[src/rtl/blkcopy_pkg.sv]
package blkcopy_pkg;

    typedef enum logic [1:0] {
        ST_IDLE  = 2'd0,
        ST_READ  = 2'd1,
        ST_WRITE = 2'd2
    } copy_state_t;

endpackage

[src/rtl/blkcopy_mem.sv]
module blkcopy_mem #(
    parameter int AW = 6,
    parameter int DW = 8
) (
    input  logic          clk,
    input  logic          rst,
    input  logic [AW-1:0] mem_addr,
    input  logic          mem_we,
    input  logic [DW-1:0] mem_wdata,
    output logic [DW-1:0] mem_q
);
    localparam int DEPTH = 1 << AW;

    logic [DW-1:0] store_q [DEPTH];
    logic [DW-1:0] rdata_d;
    logic [DW-1:0] rdata_q;

    // Storage array: write on the rising edge, no reset.
    always_ff @(posedge clk) begin
        if (mem_we) begin
            store_q[mem_addr] <= mem_wdata;
        end
    end

    // The read register doubles as the copy engine's byte holder.
    always_comb begin
        rdata_d = store_q[mem_addr];
    end

    always_ff @(posedge clk or posedge rst) begin
        if (rst) begin
            rdata_q <= '0;
        end else begin
            rdata_q <= rdata_d;
        end
    end

    assign mem_q = rdata_q;

endmodule

[src/rtl/blkcopy_ctrl.sv]
module blkcopy_ctrl
    import blkcopy_pkg::*;
#(
    parameter int AW = 6,
    parameter int DW = 8
) (
    input  logic          clk,
    input  logic          rst,
    input  logic [DW-1:0] wr_data,
    input  logic          wr_en,
    input  logic [AW-1:0] addr,
    input  logic          load_count,
    input  logic          load_dst,
    input  logic          load_src,
    input  logic          copy_go,
    input  logic [DW-1:0] mem_q,
    output logic [AW-1:0] mem_addr,
    output logic          mem_we,
    output logic [DW-1:0] mem_wdata,
    output logic          busy,
    output logic          rd_phase,
    output logic          wr_phase,
    output logic [AW-1:0] cnt_cur,
    output logic [AW-1:0] src_cur,
    output logic [AW-1:0] dst_cur
);
    localparam logic [AW-1:0] STEP = AW'(1);

    typedef struct packed {
        copy_state_t   st;
        logic [AW-1:0] cnt;
        logic [AW-1:0] src;
        logic [AW-1:0] dst;
    } ctrl_t;

    ctrl_t r_d;
    ctrl_t r_q;

    always_comb begin
        r_d       = r_q;
        mem_addr  = addr;
        mem_we    = 1'b0;
        mem_wdata = wr_data;
        unique case (r_q.st)
            ST_IDLE: begin
                mem_we = wr_en;
                if (load_count) r_d.cnt = addr;
                if (load_src)   r_d.src = addr;
                if (load_dst)   r_d.dst = addr;
                if (copy_go && (r_q.cnt != '0)) begin
                    r_d.st = ST_READ;
                end
            end
            ST_READ: begin
                mem_addr = r_q.src;
                r_d.st   = ST_WRITE;
            end
            ST_WRITE: begin
                mem_addr  = r_q.dst;
                mem_we    = 1'b1;
                mem_wdata = mem_q;
                r_d.src   = r_q.src + STEP;
                r_d.dst   = r_q.dst + STEP;
                r_d.cnt   = r_q.cnt - STEP;
                r_d.st    = (r_q.cnt == STEP) ? ST_IDLE : ST_READ;
            end
            default: begin
                r_d.st = ST_IDLE;
            end
        endcase
    end

    always_ff @(posedge clk or posedge rst) begin
        if (rst) begin
            r_q.st  <= ST_IDLE;
            r_q.cnt <= '0;
            r_q.src <= '0;
            r_q.dst <= '0;
        end else begin
            r_q <= r_d;
        end
    end

    assign busy     = (r_q.st != ST_IDLE);
    assign rd_phase = (r_q.st == ST_READ);
    assign wr_phase = (r_q.st == ST_WRITE);
    assign cnt_cur  = r_q.cnt;
    assign src_cur  = r_q.src;
    assign dst_cur  = r_q.dst;

endmodule

[src/rtl/blkcopy_sram.sv]
module blkcopy_sram #(
    parameter int AW = 6,
    parameter int DW = 8
) (
    input  logic          clk,
    input  logic          rst,
    input  logic [DW-1:0] wr_data,
    input  logic          wr_en,
    input  logic [AW-1:0] addr,
    input  logic          load_count,
    input  logic          load_dst,
    input  logic          load_src,
    input  logic          copy_go,
    output logic          busy,
    output logic [DW-1:0] rd_data
);
    logic [AW-1:0] mem_addr;
    logic          mem_we;
    logic [DW-1:0] mem_wdata;
    logic [DW-1:0] mem_q;
    logic          rd_phase;
    logic          wr_phase;
    logic [AW-1:0] cnt_cur;
    logic [AW-1:0] src_cur;
    logic [AW-1:0] dst_cur;

    blkcopy_ctrl #(.AW(AW), .DW(DW)) u_ctrl (
        .clk        (clk),
        .rst        (rst),
        .wr_data    (wr_data),
        .wr_en      (wr_en),
        .addr       (addr),
        .load_count (load_count),
        .load_dst   (load_dst),
        .load_src   (load_src),
        .copy_go    (copy_go),
        .mem_q      (mem_q),
        .mem_addr   (mem_addr),
        .mem_we     (mem_we),
        .mem_wdata  (mem_wdata),
        .busy       (busy),
        .rd_phase   (rd_phase),
        .wr_phase   (wr_phase),
        .cnt_cur    (cnt_cur),
        .src_cur    (src_cur),
        .dst_cur    (dst_cur)
    );

    blkcopy_mem #(.AW(AW), .DW(DW)) u_mem (
        .clk       (clk),
        .rst       (rst),
        .mem_addr  (mem_addr),
        .mem_we    (mem_we),
        .mem_wdata (mem_wdata),
        .mem_q     (mem_q)
    );

    assign rd_data = mem_q;

endmodule

[config.mk]
export PLATFORM = sky130hd
export DESIGN_NAME = blkcopy_sram
export DESIGN_NICKNAME = d
export VERILOG_FILES = /design/src/rtl/blkcopy_pkg.sv /design/src/rtl/blkcopy_mem.sv /design/src/rtl/blkcopy_ctrl.sv /design/src/rtl/blkcopy_sram.sv
export SDC_FILE = /design/constraint.sdc
export NUM_CORES = 1
export LEC_CHECK = 0
export ABC_AREA = 0
export BUFFER_PORTS_ARGS = -buffer_cell sky130_fd_sc_hd__buf_2
export CAP_MARGIN = 15
export CORE_ASPECT_RATIO = 1.1
export CORE_MARGIN = 10
export CORE_UTILIZATION = 30
export CTS_BUF_LIST = sky130_fd_sc_hd__clkbuf_8
export CTS_CLUSTER_DIAMETER = 100
export DETAILED_ROUTE_END_ITERATION = 10
export PLACE_DENSITY_LB_ADDON = 0.08
export SYNTH_ARGS = -nofsm -noshare
export SYNTH_HDL_FRONTEND = slang
export SYNTH_HIERARCHICAL = 1
export SYNTH_SLANG_ARGS = --single-unit
[constraint.sdc]
create_clock -name clk -period 5.5 [get_ports clk]
set_input_delay 0.55 -clock clk [delete_from_list [all_inputs] [get_ports clk]]
set_output_delay 0.55 -clock clk [all_outputs]
set_load 0.01 [all_outputs]
======== Yosys cells after proc, flatten, opt, wreduce, memory -nomap -nowiden ========
Memory sizes are Yosys's and may differ from the RTL's. A register that Yosys moved wholly into a read port is not among the register bits.
Index checks and enable logic that the tools add are counted.
Widths: inputs -> output; s select.
operators by class
  add/sub/neg operators ................... 3
  mux-type cells .......................... 12
  reduce and logical (&&, ||, !) cells .... 8
  equality and inequality tests ........... 7
operators by type and width
  kind                 count
  $pmux 18 s2          1
  $mux 6               3
  $add 6x1->6 const B  2
  $pmux 6 s2           1
  $mux 8               1
  $eq 6x1->1 const B   1
  $ne 2x2->1 const B   3
  $pmux 2 s3           1
  $reduce_and 2->1     3
  $reduce_bool 6->1    1
  $sub 6x1->6 const B  1
  $reduce_bool 2->1    2
  $mux 1               3
  $eq 2x1->1 const B   1
  $eq 2x2->1 const B   1
  $logic_not 2->1      1
  $mux 2               1
  $ne 2x1->1 const B   1
  $pmux 1 s2           1
  $logic_and 1x1->1    1
storage, ports and cells
  logic and storage cells ................. 35
  RAM bits ................................ 512
  memories kept ........................... 1
  register bits ........................... 20
  output and inout bits ................... 9
memories
  name           words  bits a word  rd ports  clocked after Yosys merged registers in  wr ports  line               source
  u_mem.store_q  64     8            1         1                                        1         blkcopy_mem.sv:14  logic [DW-1:0] store_q [DEPTH];

======== Depth between registers and ports, before layout ========
  depth in word-level cells ............... 4
  depth in mapped cells ................... 16
  depth with buffers taken out ............ 10

======== Cells and area by module ========
The synthesis kept the hierarchy.
by module, submodules not included
  module        times used  cells each  area an instance (um^2)  seq. area each (um^2)
  blkcopy_mem   1           1201        20374.5                  15574.9
  blkcopy_ctrl  1           218         1732.9                   500.5

======== Worst setup path before layout ========
OpenSTA, ideal clock, no wires.
  kind .................................... flip-flop to flip-flop
  start ................................... register u_ctrl/r_q[18] (netlist name)
  end ..................................... memory u_mem.store_q[15][0] (enable)
  slack ................................... 1983 ps
  period minus slack after synthesis ...... 3517 ps
  data arrival time ....................... 3146 ps
  path buffers ............................ 8
  cell stages (with the launch flop) ...... 15
  path through ............................ dfrtp_1 -> inv_1 -> ha_1 -> clkbuf_1 -> clkbuf_1 -> a22oi_1 -> a21oi_1 -> buf_6 -> buf_6 -> buf_4 -> buf_4 -> buf_2 -> buf_2 -> nand3_1 -> nor2_1
RTL lines
  element                                          line                source
  start, declared                                  blkcopy_ctrl.sv:37  ctrl_t r_q;
  start signal, assigned                           blkcopy_ctrl.sv:80  r_q <= r_d;
  $eq 2x2->1 / $eq 2x1->1 (equally long branches)  -
  $pmux 6 s2 *                                     blkcopy_ctrl.sv:44  unique case (r_q.st)
  named net mem_addr[2]                            blkcopy_sram.sv:17  logic [AW-1:0] mem_addr;
  end, declared                                    blkcopy_mem.sv:14
The timed path passes the listed nets; every way through them passes the cells marked *.

======== Final worst setup path ========
  start ................................... register u_ctrl/r_q[18] (netlist name)
  end ..................................... memory u_mem.store_q[55][5] (enable)
The elaborated chain is that of the path after synthesis.

==> impl_metrics.xml <==
<?xml version="1.0" encoding="UTF-8"?>
<metrics>
  <group name="power_and_ir_drop">
    <metric name="pwr-share-comb" unit="">0.003</metric>
    <metric name="pwr-share-seq" unit="">0.557</metric>
    <metric name="power_per_cell_area" unit="nW/um2">314.8</metric>
    <metric name="power.static_leakage" unit="nW">8.667</metric>
    <metric name="netSwitchingFraction" unit="">0.2140</metric>
    <metric name="ir_worst_vdd" unit="uV">152.9</metric>
    <metric name="cell_internal_pwr" unit="mW">6.259</metric>
    <metric name="share_of_power_burned_in_the_clock_network" unit="">0.441</metric>
    <metric name="switchingPower" unit="mW">1.704</metric>
  </group>
  <group name="setup_path">
    <metric name="cp_max_fo" unit="">18</metric>
    <metric name="worstSetupStartpointType" unit="">register</metric>
    <metric name="slowest_delay" unit="ns">0.90</metric>
    <metric name="worstPathBufferInverterCount" unit="">2</metric>
    <metric name="worst-r2r-cell-count" unit="">8</metric>
    <metric name="cp_data_arrival_time" unit="ns">4.78</metric>
    <metric name="worstSetupPathType" unit="">register to register</metric>
    <metric name="critical-path-top-delay-family" unit="">simple AND/OR/NAND/NOR gates</metric>
    <metric name="critical-path-top-cell-by-count" unit="">sky130_fd_sc_hd__nor2_1</metric>
    <metric name="timing.reg2reg.setup_slack" unit="ns">1.03</metric>
    <metric name="critical_path.endpoint_type" unit="">register</metric>
    <metric name="cp.required" unit="ns">5.81</metric>
    <metric name="cp_cell_sequence" unit="">inv_1 -&gt; ha_1 -&gt; nor2_1 -&gt; a21oi_4 -&gt; buf_4 -&gt; and2_1 -&gt; nand3_1 -&gt; nor2_1</metric>
    <metric name="r2r-end" unit="">u_mem/store_q[55][5]</metric>
    <metric name="reg2reg_from" unit="">u_ctrl/r_q[18]</metric>
    <metric name="critical-path-slowest-cell" unit="">sky130_fd_sc_hd__nor2_1</metric>
  </group>
  <group name="sta">
    <metric name="achievable-frequency" unit="MHz">223.5</metric>
    <metric name="finalHoldViolCount" unit="">0</metric>
    <metric name="final.hold.worst_slack" unit="ns">0.2260</metric>
    <metric name="worst-slew-pin-transition" unit="ns">1.046</metric>
    <metric name="grt_setup_unrepaired" unit="">no</metric>
    <metric name="max_clock_skew" unit="ns">0.03614</metric>
    <metric name="max_slew_headroom_at_the_worst_pin" unit="">0.2998</metric>
    <metric name="final.period_utilization" unit="">0.8135</metric>
    <metric name="timing.final.crit_period" unit="ns">4.474</metric>
    <metric name="totalNegativeSetupSlack" unit="ns">0</metric>
    <metric name="number_of_max_slew_violations_in_the_final_report" unit="">0</metric>
    <metric name="report.final.setup_viol" unit="">0</metric>
  </group>
  <group name="place">
    <metric name="place.detailed.hpwl" unit="um">45390</metric>
    <metric name="post_place_cells" unit="">2365</metric>
    <metric name="io_buffer_count" unit="">29</metric>
    <metric name="gpl.final_weighted_congestion" unit="">0.8037</metric>
  </group>
  <group name="detailed_routing">
    <metric name="wl_met1" unit="um">31650</metric>
    <metric name="drtPass1Iterations" unit="">7</metric>
    <metric name="vias_per_cell" unit="">5.218</metric>
    <metric name="wl_per_cell" unit="um">27.94</metric>
    <metric name="met2WireLength" unit="um">33370</metric>
    <metric name="drc_errors" unit="">0</metric>
    <metric name="detailroute.wirelength.met3" unit="um">3516</metric>
    <metric name="highest-signal-layer" unit="">met4</metric>
    <metric name="postRouteAntennaNets" unit="">0</metric>
    <metric name="wl" unit="um">71000</metric>
    <metric name="overall_via_count_from_detail_route" unit="">13260</metric>
    <metric name="detailedRoute.firstIterationViolations" unit="">1004</metric>
  </group>
  <group name="global_route">
    <metric name="grt_start_max_net_pins" unit="">69</metric>
    <metric name="first_global_vias" unit="">13540</metric>
    <metric name="global_route_wire_length_before_repair" unit="um">101100</metric>
    <metric name="groute.usage.overall" unit="">0.1641</metric>
    <metric name="grt_overflow_total" unit="">0</metric>
    <metric name="number_of_antenna_violations_at_the_first_check_in_global_routing" unit="">2</metric>
  </group>
  <group name="worst_hold_path">
    <metric name="worst_hold_startpoint" unit="">addr[4]</metric>
    <metric name="worst_hold_path.num_cells" unit="">3</metric>
    <metric name="hold_path.class" unit="">input pin to register</metric>
    <metric name="hold_end" unit="">u_ctrl/cnt_cur[4]</metric>
  </group>
  <group name="cts">
    <metric name="clk-insertion-delay-late" unit="ns">0.71</metric>
    <metric name="cts.repair_timing.setup_buffer_count" unit="">0</metric>
    <metric name="cts_buffer_depth" unit="">3</metric>
    <metric name="cts.clk_slew.worst_paths" unit="ns">0.06</metric>
    <metric name="sinks_on_the_clock_net" unit="">540</metric>
    <metric name="h-tree-depth" unit="">3</metric>
    <metric name="clockRootBuffer" unit="">sky130_fd_sc_hd__clkbuf_8</metric>
    <metric name="cts_buffers" unit="">94</metric>
    <metric name="cts_tree" unit="">done</metric>
  </group>
  <group name="floorplan">
    <metric name="core_region_area" unit="um2">72870</metric>
    <metric name="dieArea" unit="um2">84480</metric>
    <metric name="die_height" unit="um">303.8</metric>
    <metric name="floorplan.initialDensity" unit="">0.3015</metric>
    <metric name="boundaryPins" unit="">30</metric>
    <metric name="fp-row-count" unit="">104</metric>
    <metric name="die_width" unit="um">278.0</metric>
  </group>
  <group name="finish">
    <metric name="drive_above_1_share" unit="">0.1929</metric>
    <metric name="final.fill_count" unit="">7101</metric>
    <metric name="multi_input_comb_area" unit="um2">5364</metric>
    <metric name="register_area" unit="um2">16080</metric>
    <metric name="syn_to_final_growth" unit="%">15.11</metric>
    <metric name="layoutNonFillerInstCount" unit="">2541</metric>
    <metric name="final_nets" unit="">1539</metric>
  </group>
  <group name="yosys">
    <metric name="ys.warnings.count" unit="">6</metric>
    <metric name="post_synth_inst_count" unit="">1401</metric>
    <metric name="synth_nets" unit="">1432</metric>
    <metric name="syn_area_per_cell" unit="um2">15.68</metric>
    <metric name="syn-cell-area" unit="um2">21970</metric>
  </group>
  <group name="run_status">
    <metric name="outcome" unit="">complete, no violations</metric>
  </group>
  <group name="run">
    <metric name="max_cap_violations" unit="">0</metric>
  </group>
</metrics>
[what timing repair did]
item                      in CTS  in global routing
gates resized for setup        0                  0
hold endpoints to repair       8                  0
hold buffers                   1                  0
[registers in the layout, summed over array words and instances, names as in the netlist]
register and flops:
u_ctrl/src_cur 6, u_ctrl/cnt_cur 6, u_mem/store_q 512, u_mem/mem_q 8, u_ctrl/r_q 2, u_ctrl/dst_cur 6
[tightest hold or removal path, cell delays in order]
cell	delay [ns]
sky130_fd_sc_hd__buf_2	0.15
sky130_fd_sc_hd__o22ai_1	0.12
sky130_fd_sc_hd__a21oi_1	0.05
[routing by layer]
metal	up-vias	global-route usage
met5	-	0
met4	0	0.06742
met3	113	0.03119
met2	434	0.2615
met1	6849	0.2161
li1	5863	-
[cell usage in the layout, fill, tap and decap left out, drive strengths merged, types with 16 or more instances in the layout]
master,n
nand3,29
edfxtp,512
nor2,126
mux2,48
clkinv,38
a31oi,16
a221oi,51
mux2i,58
inv,50
a22oi,80
a21oi,57
buf,111
nand2,29
clkbuf,96
o22ai,42
dfrtp,28
o21ai,50
a22o,19
[cell type report]
class | count | area share
inverter | 14 | 0.002078
timing repair buffer | 112 | 0.03310
multi-input combinational | 746 | 0.2121
tap | 954 | 0.04719
sequential | 540 | 0.6356
clock buffer | 96 | 0.05224
clock inverter | 78 | 0.01761
antenna | 1 | 0.00009894
[stage by stage]
stage          utilization  power (mW)  setup slack [ns]  cell area, um2
4_1_cts             0.3470       8.093             1.069           25290
2_1_floorplan            -       4.523             1.983           21970
6_report            0.3471       7.963             1.026           25290
3_3_place_gp        0.3217       4.539             1.179           23440
5_1_grt             0.3471       8.273            0.8909           25290
3_5_place_dp        0.3227       4.539             1.087           23510
[worst max path at each step]
| stage | slack (ns) | from | depth (start not counted) | endpoint |
|---|---|---|---|---|
| floorplan | 1.98 | u_ctrl/r_q[18] | 14 | u_mem/store_q[15][0] |
| global placement | 1.18 | u_ctrl/r_q[18] | 9 | u_mem/store_q[1][0] |
| detailed placement | 1.09 | u_ctrl/r_q[18] | 9 | u_mem/store_q[1][0] |
| CTS | 1.07 | u_ctrl/r_q[18] | 9 | u_mem/store_q[1][0] |
| global route | 0.89 | u_ctrl/r_q[18] | 8 | u_mem/store_q[55][5] |
| finish | 1.03 | u_ctrl/r_q[18] | 8 | u_mem/store_q[55][5] |
[power by group through the flow]
stage	clock network, mW	registers, mW	logic [mW]
5_1_grt	3.82	4.43	0.0230
3_5_place_dp	0	4.52	0.0207
4_1_cts	3.64	4.43	0.0213
2_1_floorplan	0	4.52	0.00471
6_report	3.51	4.43	0.0206
3_3_place_gp	0	4.52	0.0206
Note: power is estimated with default switching activity, not from simulation.
